[src/rtl/dncnt_timer_pkg.sv]
package dncnt_timer_pkg;

  localparam int PRESC_W = 12;
  localparam int CSRC_W  = 2;
  localparam int CTRL_W  = 32;

  // byte offsets of the register map
  localparam int OFS_CTRL = 'h00;
  localparam int OFS_STAT = 'h04;
  localparam int OFS_LOAD = 'h08;
  localparam int OFS_CMP  = 'h0C;
  localparam int OFS_CNT  = 'h10;

  // control bit positions
  localparam int B_EN    = 0;
  localparam int B_ENMOD = 1;
  localparam int B_IEN   = 2;
  localparam int B_RLD   = 3;
  localparam int B_PRE   = 4;
  localparam int B_SWR   = 16;
  localparam int B_OVW   = 17;
  localparam int B_DBG   = 18;
  localparam int B_WAIT  = 19;
  localparam int B_STOP  = 21;
  localparam int B_OM    = 22;
  localparam int B_CS    = 24;

  typedef enum logic [1:0] {
    OM_NONE   = 2'b00,
    OM_TOGGLE = 2'b01,
    OM_LOW    = 2'b10,
    OM_HIGH   = 2'b11
  } outmode_e;

  typedef struct packed {
    logic [CSRC_W-1:0]  csel;
    logic [1:0]         omode;
    logic               stop_run;
    logic               wait_run;
    logic               dbg_run;
    logic               ovw;
    logic [PRESC_W-1:0] presc;
    logic               rld;
    logic               ien;
    logic               enmod;
    logic               en;
  } ctrl_t;

  function automatic ctrl_t ctrl_unpack(input logic [CTRL_W-1:0] w);
    ctrl_t c;
    c.csel     = w[B_CS +: CSRC_W];
    c.omode    = w[B_OM +: 2];
    c.stop_run = w[B_STOP];
    c.wait_run = w[B_WAIT];
    c.dbg_run  = w[B_DBG];
    c.ovw      = w[B_OVW];
    c.presc    = w[B_PRE +: PRESC_W];
    c.rld      = w[B_RLD];
    c.ien      = w[B_IEN];
    c.enmod    = w[B_ENMOD];
    c.en       = w[B_EN];
    return c;
  endfunction

  function automatic logic [CTRL_W-1:0] ctrl_pack(input ctrl_t c);
    logic [CTRL_W-1:0] w;
    w = '0;
    w[B_CS +: CSRC_W]   = c.csel;
    w[B_OM +: 2]        = c.omode;
    w[B_STOP]           = c.stop_run;
    w[B_WAIT]           = c.wait_run;
    w[B_DBG]            = c.dbg_run;
    w[B_OVW]            = c.ovw;
    w[B_PRE +: PRESC_W] = c.presc;
    w[B_RLD]            = c.rld;
    w[B_IEN]            = c.ien;
    w[B_ENMOD]          = c.enmod;
    w[B_EN]             = c.en;
    return w;
  endfunction

endpackage

[src/rtl/dncnt_regs.sv]
module dncnt_regs
  import dncnt_timer_pkg::*;
#(
  parameter int AW = 5,
  parameter int DW = 32
) (
  input  logic               clk,
  input  logic               rst,
  input  logic [AW-1:0]      bus_addr,
  input  logic [DW-1:0]      bus_wdata,
  input  logic               bus_we,
  input  logic [DW-1:0]      cnt_val,
  input  logic               cmp_evt,
  input  logic               hold_dbg,
  input  logic               hold_wait,
  input  logic               hold_stop,
  output logic               run,
  output logic [CSRC_W-1:0]  csel,
  output logic [PRESC_W-1:0] presc,
  output logic               rld,
  output logic [1:0]         omode,
  output logic [DW-1:0]      load_val,
  output logic [DW-1:0]      cmp_val,
  output logic               flag,
  output logic               restart,
  output logic               ovw_wr,
  output logic               swr,
  output logic               irq,
  output logic [DW-1:0]      bus_rdata
);

  ctrl_t ctrl_q;
  logic  wr_ctrl, wr_stat, wr_load, wr_cmp;

  assign wr_ctrl = bus_we && (bus_addr == AW'(OFS_CTRL));
  assign wr_stat = bus_we && (bus_addr == AW'(OFS_STAT));
  assign wr_load = bus_we && (bus_addr == AW'(OFS_LOAD));
  assign wr_cmp  = bus_we && (bus_addr == AW'(OFS_CMP));

  assign swr     = wr_ctrl && bus_wdata[B_SWR];
  assign restart = wr_ctrl && !bus_wdata[B_SWR] && bus_wdata[B_EN]
                   && bus_wdata[B_ENMOD] && !ctrl_q.en;
  assign ovw_wr  = wr_load && ctrl_q.ovw;

  // count permission: enable, minus any hold whose run bit is clear
  assign run = ctrl_q.en
             && !(hold_dbg  && !ctrl_q.dbg_run)
             && !(hold_wait && !ctrl_q.wait_run)
             && !(hold_stop && !ctrl_q.stop_run);

  assign csel  = ctrl_q.csel;
  assign presc = ctrl_q.presc;
  assign rld   = ctrl_q.rld;
  assign omode = ctrl_q.omode;

  always_ff @(posedge clk) begin
    if (rst || swr) begin
      ctrl_q   <= '0;
      load_val <= '1;
      cmp_val  <= '0;
      flag     <= 1'b0;
      irq      <= 1'b0;
    end else begin
      if (wr_ctrl) ctrl_q   <= ctrl_unpack(bus_wdata[CTRL_W-1:0]);
      if (wr_load) load_val <= bus_wdata;
      if (wr_cmp)  cmp_val  <= bus_wdata;
      if (cmp_evt)
        flag <= 1'b1;
      else if (wr_stat && bus_wdata[0])
        flag <= 1'b0;
      irq <= flag && ctrl_q.ien;
    end
  end

  always_ff @(posedge clk) begin
    if (rst) begin
      bus_rdata <= '0;
    end else begin
      case (bus_addr)
        AW'(OFS_CTRL): bus_rdata <= DW'(ctrl_pack(ctrl_q));
        AW'(OFS_STAT): bus_rdata <= DW'(flag);
        AW'(OFS_LOAD): bus_rdata <= load_val;
        AW'(OFS_CMP):  bus_rdata <= cmp_val;
        AW'(OFS_CNT):  bus_rdata <= cnt_val;
        default:       bus_rdata <= '0;
      endcase
    end
  end

endmodule

[src/rtl/dncnt_prescale.sv]
module dncnt_prescale
  import dncnt_timer_pkg::*;
#(
  parameter int NSRC = 3
) (
  input  logic               clk,
  input  logic               rst,
  input  logic               clr,
  input  logic               run,
  input  logic [CSRC_W-1:0]  csel,
  input  logic [PRESC_W-1:0] presc,
  input  logic [NSRC-1:0]    tick_src,
  output logic               fire
);

  localparam int NSEL = 2 ** CSRC_W;

  logic [NSEL-1:0]    src_vec;
  logic [PRESC_W-1:0] pcnt;
  logic               step;

  assign src_vec[0] = 1'b0;  // code 0: no count clock

  for (genvar g = 1; g < NSEL; g++) begin : g_src
    if (g <= NSRC) begin : g_on
      assign src_vec[g] = tick_src[g-1];
    end else begin : g_off
      assign src_vec[g] = 1'b0;
    end
  end

  assign step = run && src_vec[csel] && !clr;
  assign fire = step && (pcnt == presc);

  always_ff @(posedge clk) begin
    if (rst || clr)
      pcnt <= '0;
    else if (step)
      pcnt <= fire ? '0 : pcnt + 1'b1;
  end

endmodule

[src/rtl/dncnt_core.sv]
module dncnt_core
  import dncnt_timer_pkg::*;
#(
  parameter int DW = 32
) (
  input  logic          clk,
  input  logic          rst,
  input  logic          swr,
  input  logic          restart,
  input  logic          ovw_wr,
  input  logic [DW-1:0] wdata,
  input  logic [DW-1:0] load_val,
  input  logic [DW-1:0] cmp_val,
  input  logic          rld,
  input  logic [1:0]    omode,
  input  logic          fire,
  output logic [DW-1:0] cnt,
  output logic          cmp_evt,
  output logic          cmp_out
);

  outmode_e om;
  assign om = outmode_e'(omode);

  assign cmp_evt = fire && !swr && !restart && !ovw_wr && (cnt == cmp_val);

  always_ff @(posedge clk) begin
    if (rst || swr) begin
      cnt <= '1;
    end else if (restart) begin
      cnt <= load_val;
    end else if (ovw_wr) begin
      cnt <= wdata;
    end else if (fire) begin
      if (cnt == '0)
        cnt <= rld ? load_val : '1;
      else
        cnt <= cnt - 1'b1;
    end
  end

  always_ff @(posedge clk) begin
    if (rst || swr) begin
      cmp_out <= 1'b0;
    end else if (cmp_evt) begin
      case (om)
        OM_TOGGLE: cmp_out <= !cmp_out;
        OM_LOW:    cmp_out <= 1'b0;
        OM_HIGH:   cmp_out <= 1'b1;
        default:   cmp_out <= cmp_out;
      endcase
    end
  end

endmodule

[src/rtl/dncnt_timer.sv]
module dncnt_timer
  import dncnt_timer_pkg::*;
#(
  parameter int AW   = 5,
  parameter int DW   = 32,
  parameter int NSRC = 3
) (
  input  logic            clk,
  input  logic            rst,
  input  logic [AW-1:0]   bus_addr,
  input  logic [DW-1:0]   bus_wdata,
  input  logic            bus_we,
  output logic [DW-1:0]   bus_rdata,
  input  logic [NSRC-1:0] tick_src,
  input  logic            hold_dbg,
  input  logic            hold_wait,
  input  logic            hold_stop,
  output logic            irq,
  output logic            cmp_out
);

  logic               run, rld, flag_q, restart, ovw_wr, swr, fire, cmp_evt;
  logic [CSRC_W-1:0]  csel;
  logic [PRESC_W-1:0] presc;
  logic [1:0]         omode;
  logic [DW-1:0]      load_val, cmp_val, cnt_q;

  dncnt_regs #(.AW(AW), .DW(DW)) u_regs (
    .clk       (clk),
    .rst       (rst),
    .bus_addr  (bus_addr),
    .bus_wdata (bus_wdata),
    .bus_we    (bus_we),
    .cnt_val   (cnt_q),
    .cmp_evt   (cmp_evt),
    .hold_dbg  (hold_dbg),
    .hold_wait (hold_wait),
    .hold_stop (hold_stop),
    .run       (run),
    .csel      (csel),
    .presc     (presc),
    .rld       (rld),
    .omode     (omode),
    .load_val  (load_val),
    .cmp_val   (cmp_val),
    .flag      (flag_q),
    .restart   (restart),
    .ovw_wr    (ovw_wr),
    .swr       (swr),
    .irq       (irq),
    .bus_rdata (bus_rdata)
  );

  dncnt_prescale #(.NSRC(NSRC)) u_pre (
    .clk      (clk),
    .rst      (rst),
    .clr      (swr || restart || ovw_wr),
    .run      (run),
    .csel     (csel),
    .presc    (presc),
    .tick_src (tick_src),
    .fire     (fire)
  );

  dncnt_core #(.DW(DW)) u_core (
    .clk      (clk),
    .rst      (rst),
    .swr      (swr),
    .restart  (restart),
    .ovw_wr   (ovw_wr),
    .wdata    (bus_wdata),
    .load_val (load_val),
    .cmp_val  (cmp_val),
    .rld      (rld),
    .omode    (omode),
    .fire     (fire),
    .cnt      (cnt_q),
    .cmp_evt  (cmp_evt),
    .cmp_out  (cmp_out)
  );

endmodule

[config.mk]
export PLATFORM = sky130hd
export DESIGN_NAME = dncnt_timer
export DESIGN_NICKNAME = d
export VERILOG_FILES = /design/src/rtl/dncnt_timer_pkg.sv /design/src/rtl/dncnt_regs.sv /design/src/rtl/dncnt_prescale.sv /design/src/rtl/dncnt_core.sv /design/src/rtl/dncnt_timer.sv
export SDC_FILE = /design/constraint.sdc
export NUM_CORES = 1
export LEC_CHECK = 0
export ABC_CLOCK_PERIOD_IN_PS = 3910
export CORE_ASPECT_RATIO = 0.5
export CORE_UTILIZATION = 50
export CTS_CLUSTER_DIAMETER = 80
export DETAILED_ROUTE_END_ITERATION = 6
export DONT_BUFFER_PORTS = 1
export GPL_TIMING_DRIVEN = 0
export PLACE_DENSITY = 0.71
export SKIP_CTS_REPAIR_TIMING = 1
export SYNTH_ARGS = -nofsm -noshare
export SYNTH_HDL_FRONTEND = slang
export SYNTH_HIERARCHICAL = 1
export SYNTH_SLANG_ARGS = --single-unit
[constraint.sdc]
create_clock -name clk -period 3.91 [get_ports clk]
set_clock_uncertainty 0.2 [all_clocks]
set_input_delay 0.5865 -clock clk [delete_from_list [all_inputs] [get_ports clk]]
set_output_delay 0.5865 -clock clk [all_outputs]
set_load 0.005 [all_outputs]
==> impl_metrics.csv, run 1 <==
group,metric,value,unit
global_routing,antenna_found_initial,1,
logic_synthesis,synth_top_area_cell,"dfxtp_1",
logic_synthesis,synth_area,9691,um2
cells_and_area,utilization,57.06,%
critical_path,crit_type,"in -> reg",
clocking,clk_pin_slew,60,ps
critical_path,slowest_stage,"a2111o_2",
floorplan,rows,35,
logic_synthesis,synth.area.mux_share,2.983,%
timing,max_freq,256.5,MHz
critical_path,required,4080,ps
critical_path,startpoint_type,"input pin",
logic_synthesis,synth_top_area_share,34.50,%
outcome,violations,"design-rule violations",
logic_synthesis,synthCells,1204,
logic_synthesis,syn_nets,1253,
global_routing,grt_pass1_vias,9159,
global_routing,grt_max_degree,17,
detailed_routing,drt_iter0_markers,1910,
detailed_routing,routed_via_density,6.988,
power,power_density,348.8,nW/um2
clocking,clk_latency,450,ps
logic_synthesis,synth_compound_area_share,22.78,%
timing,fin_ws,11.57,ps
timing,tns,0,ps
timing,min_period_over_period,99.70,%
placement,dp_hpwl,32230,um
critical_path,arrival,4070,ps
floorplan,start_util,51.82,%
detailed_routing,wl,41590,um
critical_path,crit_chain,"buf_2 > and3b_1 > buf_2 > and3_1 > or3_4 > a2111o_2 > nor2_4 > or3b_4 > nor4_1 > and4_1 > nand4b_1 > a21bo_2 > a21oi_1",
clocking,clockRootBuffer,"clkbuf_16",
detailed_routing,drtPass1Iterations,7,
job,maxCapViolations,0,
cells_and_area,drive_gt1_share,12.06,%
critical_path,rrSetupSlack,260,ps
detailed_routing,drt-wirelength-per-cell,27.82,um
global_routing,grt_pass1_wl,59740,um
global_routing,grt_usage,41.59,%
power,switching_power,0.9315,mW
power,ir_worst_vdd,0.3974,mV
logic_synthesis,yosys_warnings,6,
power,p_int,2.791,mW
clocking,numCtsBuffers,17,
logic_synthesis,synth_xor_area_share,5.604,%
critical_path,max_stage_delay,540,ps
placement,io_buffers,0,
placement,place_ws,-1163,ps
timing,slew_viol_final,0,
logic_synthesis,synth_area_leaders,"dfxtp_1 (34%), nand3_1 (7.3%), a21oi_1 (6.9%)",
detailed_routing,antenna_left,0,
logic_synthesis,synth-seq-cells,167,
timing,maxSlewHeadroom,17.85,%
power,p_seq_share,46.3,%
global_routing,gr-total-overflow,0,
placement,gp_congestion,1.037,
critical_path,cp_max_fo,11,
power,clkPwrFrac,46.9,%
cells_and_area,fillers,1808,
floorplan,coreArea,18700,um2
logic_synthesis,ys_seq_area_share,34.50,%
power,p_comb_share,6.8,%
outcome,outcome,"finished, violations left",
timing,tightest_slew,1221,ps
logic_synthesis,synth.avg_cell_area,8.049,um2
clocking,clock-sinks,167,
floorplan,dieArea,19980,um2
logic_synthesis,synth.distinct_cells,74,
logic_synthesis,synth_flop_cell,"dfxtp_1",
logic_synthesis,synth_fa_ha_area_share,0.3873,%
logic_synthesis,synth_edf_count,0,
timing,finalCriticalPeriod,3898,ps
detailed_routing,via_count,10450,
timing,setup_viol,0,
power,finalPower,3.722,mW
detailed_routing,drc,1,
timing,timing_hold_violations_final,0,
logic_synthesis,async_reset_ff_share,0,%
clocking,h-tree-depth,4,
floorplan,die_x,198.9,um
cells_and_area,area_growth,10.11,%
placement,postPlaceCellArea,10040,um2
hold_path,min_path_type,"in -> reg",
logic_synthesis,synth_top_family_by_area,"simple AND/OR/NAND/NOR gates",
clocking,cts_buffer_depth,2,
critical_path,worst_path_most_repeated_cell,"buf_2",
cells_and_area,final_area,10670,um2
power,leakagePower,3.412,nW
floorplan,boundaryPins,80,
cells_and_area,layout.nets,1273,
critical_path,cp-end-kind,"register",
power,swShare,25.03,%
floorplan,die_h,100.4,um
clocking,cts_tree,"yes",
logic_synthesis,synthSimpleGateAreaFrac,26.18,%
## path summary, 6_finish.rpt
check,end,cells past startpoint,startpoint
worst min-delay path,u_regs/cmp_val[7]$_SDFFE_PP0P_,2,bus_wdata[7]
worst max-delay path,u_core/cmp_out$_SDFFE_PP0P_,13,bus_addr[3]
worst max register to register,u_core/cmp_out$_SDFFE_PP0P_,10,u_regs/ctrl_q[0]$_SDFFE_PP0P_
worst min register to register,u_regs/omode[1]$_SDFFE_PP0P_,2,u_regs/omode[1]$_SDFFE_PP0P_
## cell usage after synthesis, types with 26 or more instances
master,count
dfxtp_1,167
xor2_1,35
clkbuf_1,68
o21ai_0,96
nor2_1,37
xnor2_1,27
buf_2,34
nand4b_1,26
nand3b_1,38
nand3_1,141
nand2_1,64
a21oi_1,134
## worst max-delay path: cells and delay by family
kind / cells / cell delay [ps]
compound gates: 3 / 880
buf+inv: 2 / 360
simple gates: 8 / 2210
## logic make-up (layout without fill, tap and decap cells)
logic type,Yosys count,after routing
compound gates,367,367
xor+xnor,62,62
fa+ha+maj,3,3
buf+inv,149,180
flops,167,167
mux,26,26
other cells,0,1
simple gates,430,430
## placed cells by master (no fill, tap or decap), drive strengths merged, types with 20 or more instances in the layout
cell type / instances
xnor2: 27
buf: 73
dfxtp: 167
clkbuf: 84
a32oi: 24
nand3: 143
nor4: 20
nand3b: 38
o21ai: 121
xor2: 35
a21oi: 134
nand2: 64
nand4b: 26
mux2: 23
nor2: 37
## cell type report
cell class / count / area [um2] / share of cell area, %
multi-input combinational: 888 / 5649 / 52.94
sequential: 167 / 3343 / 31.33
clock inverter: 10 / 147.6 / 1.384
timing repair buffer: 4 / 30.03 / 0.2814
buffer: 133 / 688.2 / 6.449
clock buffer: 20 / 436.7 / 4.092
antenna: 1 / 2.502 / 0.02345
tap: 259 / 324.1 / 3.037
inverter: 13 / 48.80 / 0.4573
## state kept, by name (all words and copies together) (netlist names), 2 cells and up
| register | count |
|---|---|
| u_regs/csel | 2 |
| u_regs/ctrl_q | 7 |
| u_regs/omode | 2 |
| u_core/cnt | 32 |
| u_pre/pcnt | 12 |
| u_regs/presc | 12 |
| u_regs/load_val | 32 |
| u_regs/cmp_val | 32 |
| u_regs/bus_rdata | 32 |
## per-stage QoR
stage | hold slack (ps) | cells
2_1_floorplan | 245.2 | 1204
3_3_place_gp | 283.7 | 1463
3_5_place_dp | 289.8 | 1463
4_1_cts | 72.33 | 1493
5_1_grt | 72.98 | 1494
6_report | 85.55 | 1495
## layer usage
layer	up-vias	global-route usage [%]	routed length (um)
li1	4509	-	-
met1	4979	61.53	17950
met2	870	55.14	15910
met3	89	14.65	6770
met4	0	12.31	955
met5	-	0	0
## power groups by stage
stage	clock network (mW)	registers (mW)	logic (mW)
5_1_grt	1.82	1.72	0.261
6_report	1.75	1.72	0.254
3_3_place_gp	0	1.76	0.231
3_5_place_dp	0	1.76	0.235
2_1_floorplan	0	1.76	0.162
4_1_cts	1.75	1.72	0.236
Power figures use the tool's default switching activity.
==> inputs of run 2 (changes only) <==
Settings changed: PLACE_DENSITY 0.71 to 0.68.
==> run 2 against run 1 <==
Clock power is 4% lower. The flow still finishes with violations (design-rule violations). Sequential share of layout area fell by 0.12 points. Critical path type unchanged. Critical endpoint unchanged. Largest power group is now sequential cells. Hold slack worse by 5.1 ps.
==> impl_metrics.csv, run 2 (synthesis gave the netlist of run 1 again) <==
group,metric,value,unit
floorplan,die_h,100.4,um
cells_and_area,fillers,1779,
critical_path,crit_type,"in -> reg",
floorplan,start_util,51.82,%
critical_path,max_stage_delay,510,ps
critical_path,slowest_stage,"a2111o_2",
placement,place_ws,-1160,ps
detailed_routing,via_count,10430,
outcome,outcome,"finished, violations left",
clocking,clockRootBuffer,"clkbuf_16",
timing,rsz0062_at_grt,"false",
detailed_routing,drt-wirelength-per-cell,27.81,um
cells_and_area,layout.nets,1278,
placement,dp_hpwl,32050,um
critical_path,startpoint,"bus_addr[3]",
critical_path,arrival,3980,ps
floorplan,boundaryPins,80,
detailed_routing,antenna_left,0,
timing,tightest_slew,1204,ps
global_routing,grt_pass1_vias,9027,
cells_and_area,final_common_cell,"dfxtp_1",
cells_and_area,drive_gt1_share,12.64,%
floorplan,die_x,198.9,um
critical_path,required,4080,ps
cells_and_area,n_antenna_cell,0,
timing,setup_viol,0,
critical_path,cp_top_family,"simple AND/OR/NAND/NOR gates",
floorplan,coreArea,18700,um2
critical_path,startpoint_type,"input pin",
critical_path,setup.worst_path.end,"u_core/cmp_out$_SDFFE_PP0P_",
timing,finalCriticalPeriod,3811,ps
critical_path,cp-end-kind,"register",
clocking,h-tree-depth,4,
timing,max_freq,262.4,MHz
critical_path,worstSetupPathDepth,14,
placement,io_buffers,0,
global_routing,grt_max_degree,17,
floorplan,rows,35,
clocking,clock-sinks,167,
detailed_routing,drc,4,
hold_path,min_path_type,"in -> reg",
detailed_routing,drt_iter0_markers,1552,
cells_and_area,regArea,3343,um2
clocking,cts_tree,"yes",
critical_path,worstReg2RegEnd,"u_core/cmp_out$_SDFFE_PP0P_",
power,ir_worst_vdd,0.3022,mV
timing,maxSlewHeadroom,18.98,%
global_routing,grt_pass1_wl,59750,um
global_routing,antenna_found_initial,0,
cells_and_area,multi_input_area,5659,um2
detailed_routing,routed_via_density,6.949,
detailed_routing,drtPass1Iterations,7,
power,finalPower,3.655,mW
cells_and_area,area_growth,10.55,%
critical_path,rrSetupSlack,450,ps
clocking,numCtsBuffers,17,
job,maxCapViolations,0,
critical_path,reg2reg_depth,11,
clocking,clk_pin_slew,70,ps
placement,gp_congestion,1.081,
global_routing,gr-total-overflow,0,
critical_path,crit_chain,"buf_2 > and3b_1 > buf_4 > and3_1 > or3_4 > a2111o_2 > nor2_4 > buf_12 > or3b_4 > nor4_4 > and4_1 > nand4b_1 > a21bo_2 > a21oi_1",
global_routing,grt_usage,41.94,%
power,leakagePower,3.443,nW
clocking,clk_latency,450,ps
critical_path,cp_max_fo,10,
floorplan,dieArea,19980,um2
power,power_density,341.2,nW/um2
timing,min_period_over_period,97.47,%
cells_and_area,most-common-layout-cells,"dfxtp_1 (167), nand3_1 (141), a21oi_1 (134)",
critical_path,path_buf_inv,3,
timing,slew_viol_final,0,
timing,timing_hold_violations_final,0,
detailed_routing,wl,41740,um
critical_path,worstReg2RegStart,"u_regs/ctrl_q[0]$_SDFFE_PP0P_",
outcome,violations,"design-rule violations",
clocking,cts_buffer_depth,2,
timing,fin_ws,98.90,ps
run 2: how the worst min path moves through the flow:
stage	start	endpoint	cells after the start
after floorplan	u_regs/ctrl_q[16]$_SDFFE_PP0P_	u_regs/ctrl_q[16]$_SDFFE_PP0P_	2
after global placement	u_regs/ctrl_q[1]$_SDFFE_PP0P_	u_regs/ctrl_q[1]$_SDFFE_PP0P_	2
after detailed placement	u_regs/ctrl_q[1]$_SDFFE_PP0P_	u_regs/ctrl_q[1]$_SDFFE_PP0P_	2
after CTS	bus_wdata[15]	u_regs/cmp_val[15]$_SDFFE_PP0P_	2
after global routing	bus_wdata[15]	u_regs/cmp_val[15]$_SDFFE_PP0P_	2
final	bus_wdata[22]	u_regs/cmp_val[22]$_SDFFE_PP0P_	2
run 2: metrics by stage:
step | hold slack, ps | util [%] | instance area [um2] | cells | TNS (ps)
after floorplan | 245.2 | - | 9712 | 1204 | 0
final | 80.44 | 57.29 | 10710 | 1501 | 0
after CTS | 76.75 | 56.69 | 10600 | 1495 | -7130
after detailed placement | 288.7 | 53.67 | 10040 | 1463 | -20430
after global placement | 281.4 | 53.67 | 10040 | 1463 | -21510
after global routing | 74.37 | 57.29 | 10710 | 1501 | 0
run 2: area by class of cell:
type,count,share of cell area [%]
buffer,133,6.435
clock buffer,20,4.170
clock inverter,12,1.098
inverter,13,0.4905
multi-input combinational,888,52.83
sequential,167,31.21
tap,259,3.025
timing repair buffer,9,0.7475
run 2: worst register-to-register path, cell delays in order (launching register included):
cell	delay (ps)
dfxtp_1	440
nor3_1	130
or3_4	420
a2111o_2	510
nor2_4	160
buf_12	150
or3b_4	430
nor4_4	280
and4_1	230
nand4b_1	100
a21bo_2	230
a21oi_1	120
run 2: metal layers:
layer	GRT usage [%]	wire length, um	up-vias
met2	56.16	16240	833
met3	19.89	7597	50
met4	9.586	688	0
met5	0	0	-
li1	-	-	4536
met1	59.44	17210	5011
run 2: power by group:
group / internal (mW) / leakage (nW) / total, mW / switching, mW
Clock: 0.902 / 0.264 / 1.68 / 0.777
Sequential: 1.71 / 1.35 / 1.72 / 0.0124
Combinational: 0.0770 / 1.83 / 0.253 / 0.176
Total: 2.69 / 3.44 / 3.66 / 0.966
==> inputs of run 3 (changes only) <==
Settings changed: GPL_TIMING_DRIVEN 0 to default.
==> run 3 against run 2 <==
The run now ends clean. Utilization down 2.9 points. Critical path depth down 3. Sequential power about the same. Cell count down 7.2%. Wire length down 13%. Sequential share of layout area up 1.6 points. Critical path type unchanged. Die area unchanged. Non-clock buffer count down 108.
==> impl_metrics.csv, run 3 (synthesis gave the netlist of run 1 again) <==
group,metric,value,unit
outcome,outcome,"finished clean",
timing,maxSlewHeadroom,8.720,%
timing,timing_hold_violations_final,0,
placement,dp_hpwl,23890,um
detailed_routing,drt-wirelength-per-cell,26.11,um
cells_and_area,most-common-layout-cells,"dfxtp_1 (167), nand3_1 (141), a21oi_1 (134)",
critical_path,cp-end-kind,"register",
clocking,clockRootBuffer,"clkbuf_16",
cells_and_area,regArea,3343,um2
placement,gp_congestion,1.014,
global_routing,gr-total-overflow,0,
timing,rsz0062_at_grt,"false",
floorplan,boundaryPins,80,
hold_path,min_path_type,"in -> reg",
cells_and_area,drive_gt1_share,10.49,%
cells_and_area,fillers,1783,
placement,place_ws,206.3,ps
cells_and_area,area_growth,5.023,%
detailed_routing,routed_via_density,7.071,
critical_path,slowest_stage,"nor2_1",
detailed_routing,drt_iter0_markers,1384,
detailed_routing,drtPass1Iterations,6,
critical_path,crit_chain,"or3b_2 > nor4_1 > and2_1 > or3_1 > a2111o_1 > nor2_4 > buf_4 > nor2_1 > a21oi_1 > o211a_1 > a31oi_1",
placement,io_buffers,0,
clocking,h-tree-depth,4,
timing,whs,19.33,ps
clocking,clock-sinks,167,
detailed_routing,drc,0,
cells_and_area,final_common_cell,"dfxtp_1",
clocking,numCtsBuffers,17,
timing,tns,0,ps
clocking,clk_pin_slew,70,ps
floorplan,rows,35,
clocking,cts_tree,"yes",
critical_path,max_stage_delay,890,ps
floorplan,die_x,198.9,um
global_routing,antenna_found_initial,0,
floorplan,dieArea,19980,um2
floorplan,coreArea,18700,um2
cells_and_area,layout.nets,1170,
critical_path,required,4080,ps
cells_and_area,final_area,10180,um2
power,ir_worst_vdd,0.2495,mV
floorplan,die_h,100.4,um
timing,tightest_slew,1369,ps
cells_and_area,multi_input_area,5653,um2
global_routing,grt_pass1_vias,8843,
timing,setup_viol,0,
timing,fin_ws,582.5,ps
clocking,clk_latency,440,ps
timing,finalCriticalPeriod,3327,ps
floorplan,start_util,51.82,%
detailed_routing,via_count,9850,
detailed_routing,antenna_left,0,
cells_and_area,n_antenna_cell,0,
critical_path,startpoint_type,"input pin",
clocking,cts_buffer_depth,2,
job,maxCapViolations,0,
timing,slew_viol_final,0,
critical_path,cp_max_fo,15,
placement,place_inst,1361,
timing,max_freq,300.5,MHz
global_routing,grt_pass1_wl,54370,um
power,power_density,349.3,nW/um2
placement,postPlaceCellArea,9624,um2
critical_path,crit_type,"in -> reg",
detailed_routing,wl,36370,um
timing,min_period_over_period,85.10,%
global_routing,grt_usage,36.56,%
critical_path,arrival,3500,ps
power,leakagePower,3.162,nW
global_routing,grt_max_degree,65,
cells_and_area,instances_no_fill,1393,
-- run 3: cell count changes in the layout (fill, tap and decap cells not counted), sizes merged --
| cell | previous run | this run |
|---|---|---|
| buf | 77 | 34 |
| bufinv | 1 | 0 |
| clkbuf | 85 | 18 |
| clkinv | 4 | 5 |
| clkinvlp | 5 | 4 |
| inv | 15 | 18 |
-- run 3: final cells by class --
cell class	count	share of cell area, %
clock inverters	14	1.119
multi-input cells	888	55.54
well taps	259	3.184
inverters	13	0.4795
clock buffers	18	4.315
flip-flops and latches	167	32.85
repair buffers	34	2.508
-- run 3: critical path, delay by kind of cell --
kind / cells / cell delay (ps)
buffers and inverters: 1 / 200
AND/OR/NAND/NOR: 6 / 1970
AO/OA/AOI/OAI: 4 / 720
-- run 3: routing by layer --
metal	track usage [%]	wire, um
met2	51.96	15060
met3	8.434	4942
met5	0	0
met1	53.30	15380
met4	13.37	990
-- run 3: power breakdown --
group / internal [mW] / switching [mW] / total [mW]
combinational: 0.0634 / 0.133 / 0.197
clock: 0.843 / 0.794 / 1.64
sequential: 1.71 / 0.0114 / 1.72
-- run 3: worst paths after layout --
check / slack (ps) / from / endpoint / cells after the start
min reg2reg: 290 / u_regs/ctrl_q[1]$_SDFFE_PP0P_ / u_regs/ctrl_q[1]$_SDFFE_PP0P_ / 2
max reg2reg: 620 / u_regs/ctrl_q[0]$_SDFFE_PP0P_ / u_core/cnt[17]$_SDFFE_PP1P_ / 12
max: 580 / bus_addr[1] / u_core/cnt[26]$_SDFFE_PP1P_ / 11
min: 20 / rst / u_regs/presc[3]$_SDFFE_PP0P_ / 1
-- run 3: through the flow --
stage,util [%],power [mW]
global placement,51.47,1.944
global route,54.43,3.629
finish,54.43,3.555
detailed placement,51.47,1.946
CTS,54.43,3.542
floorplan,-,1.918
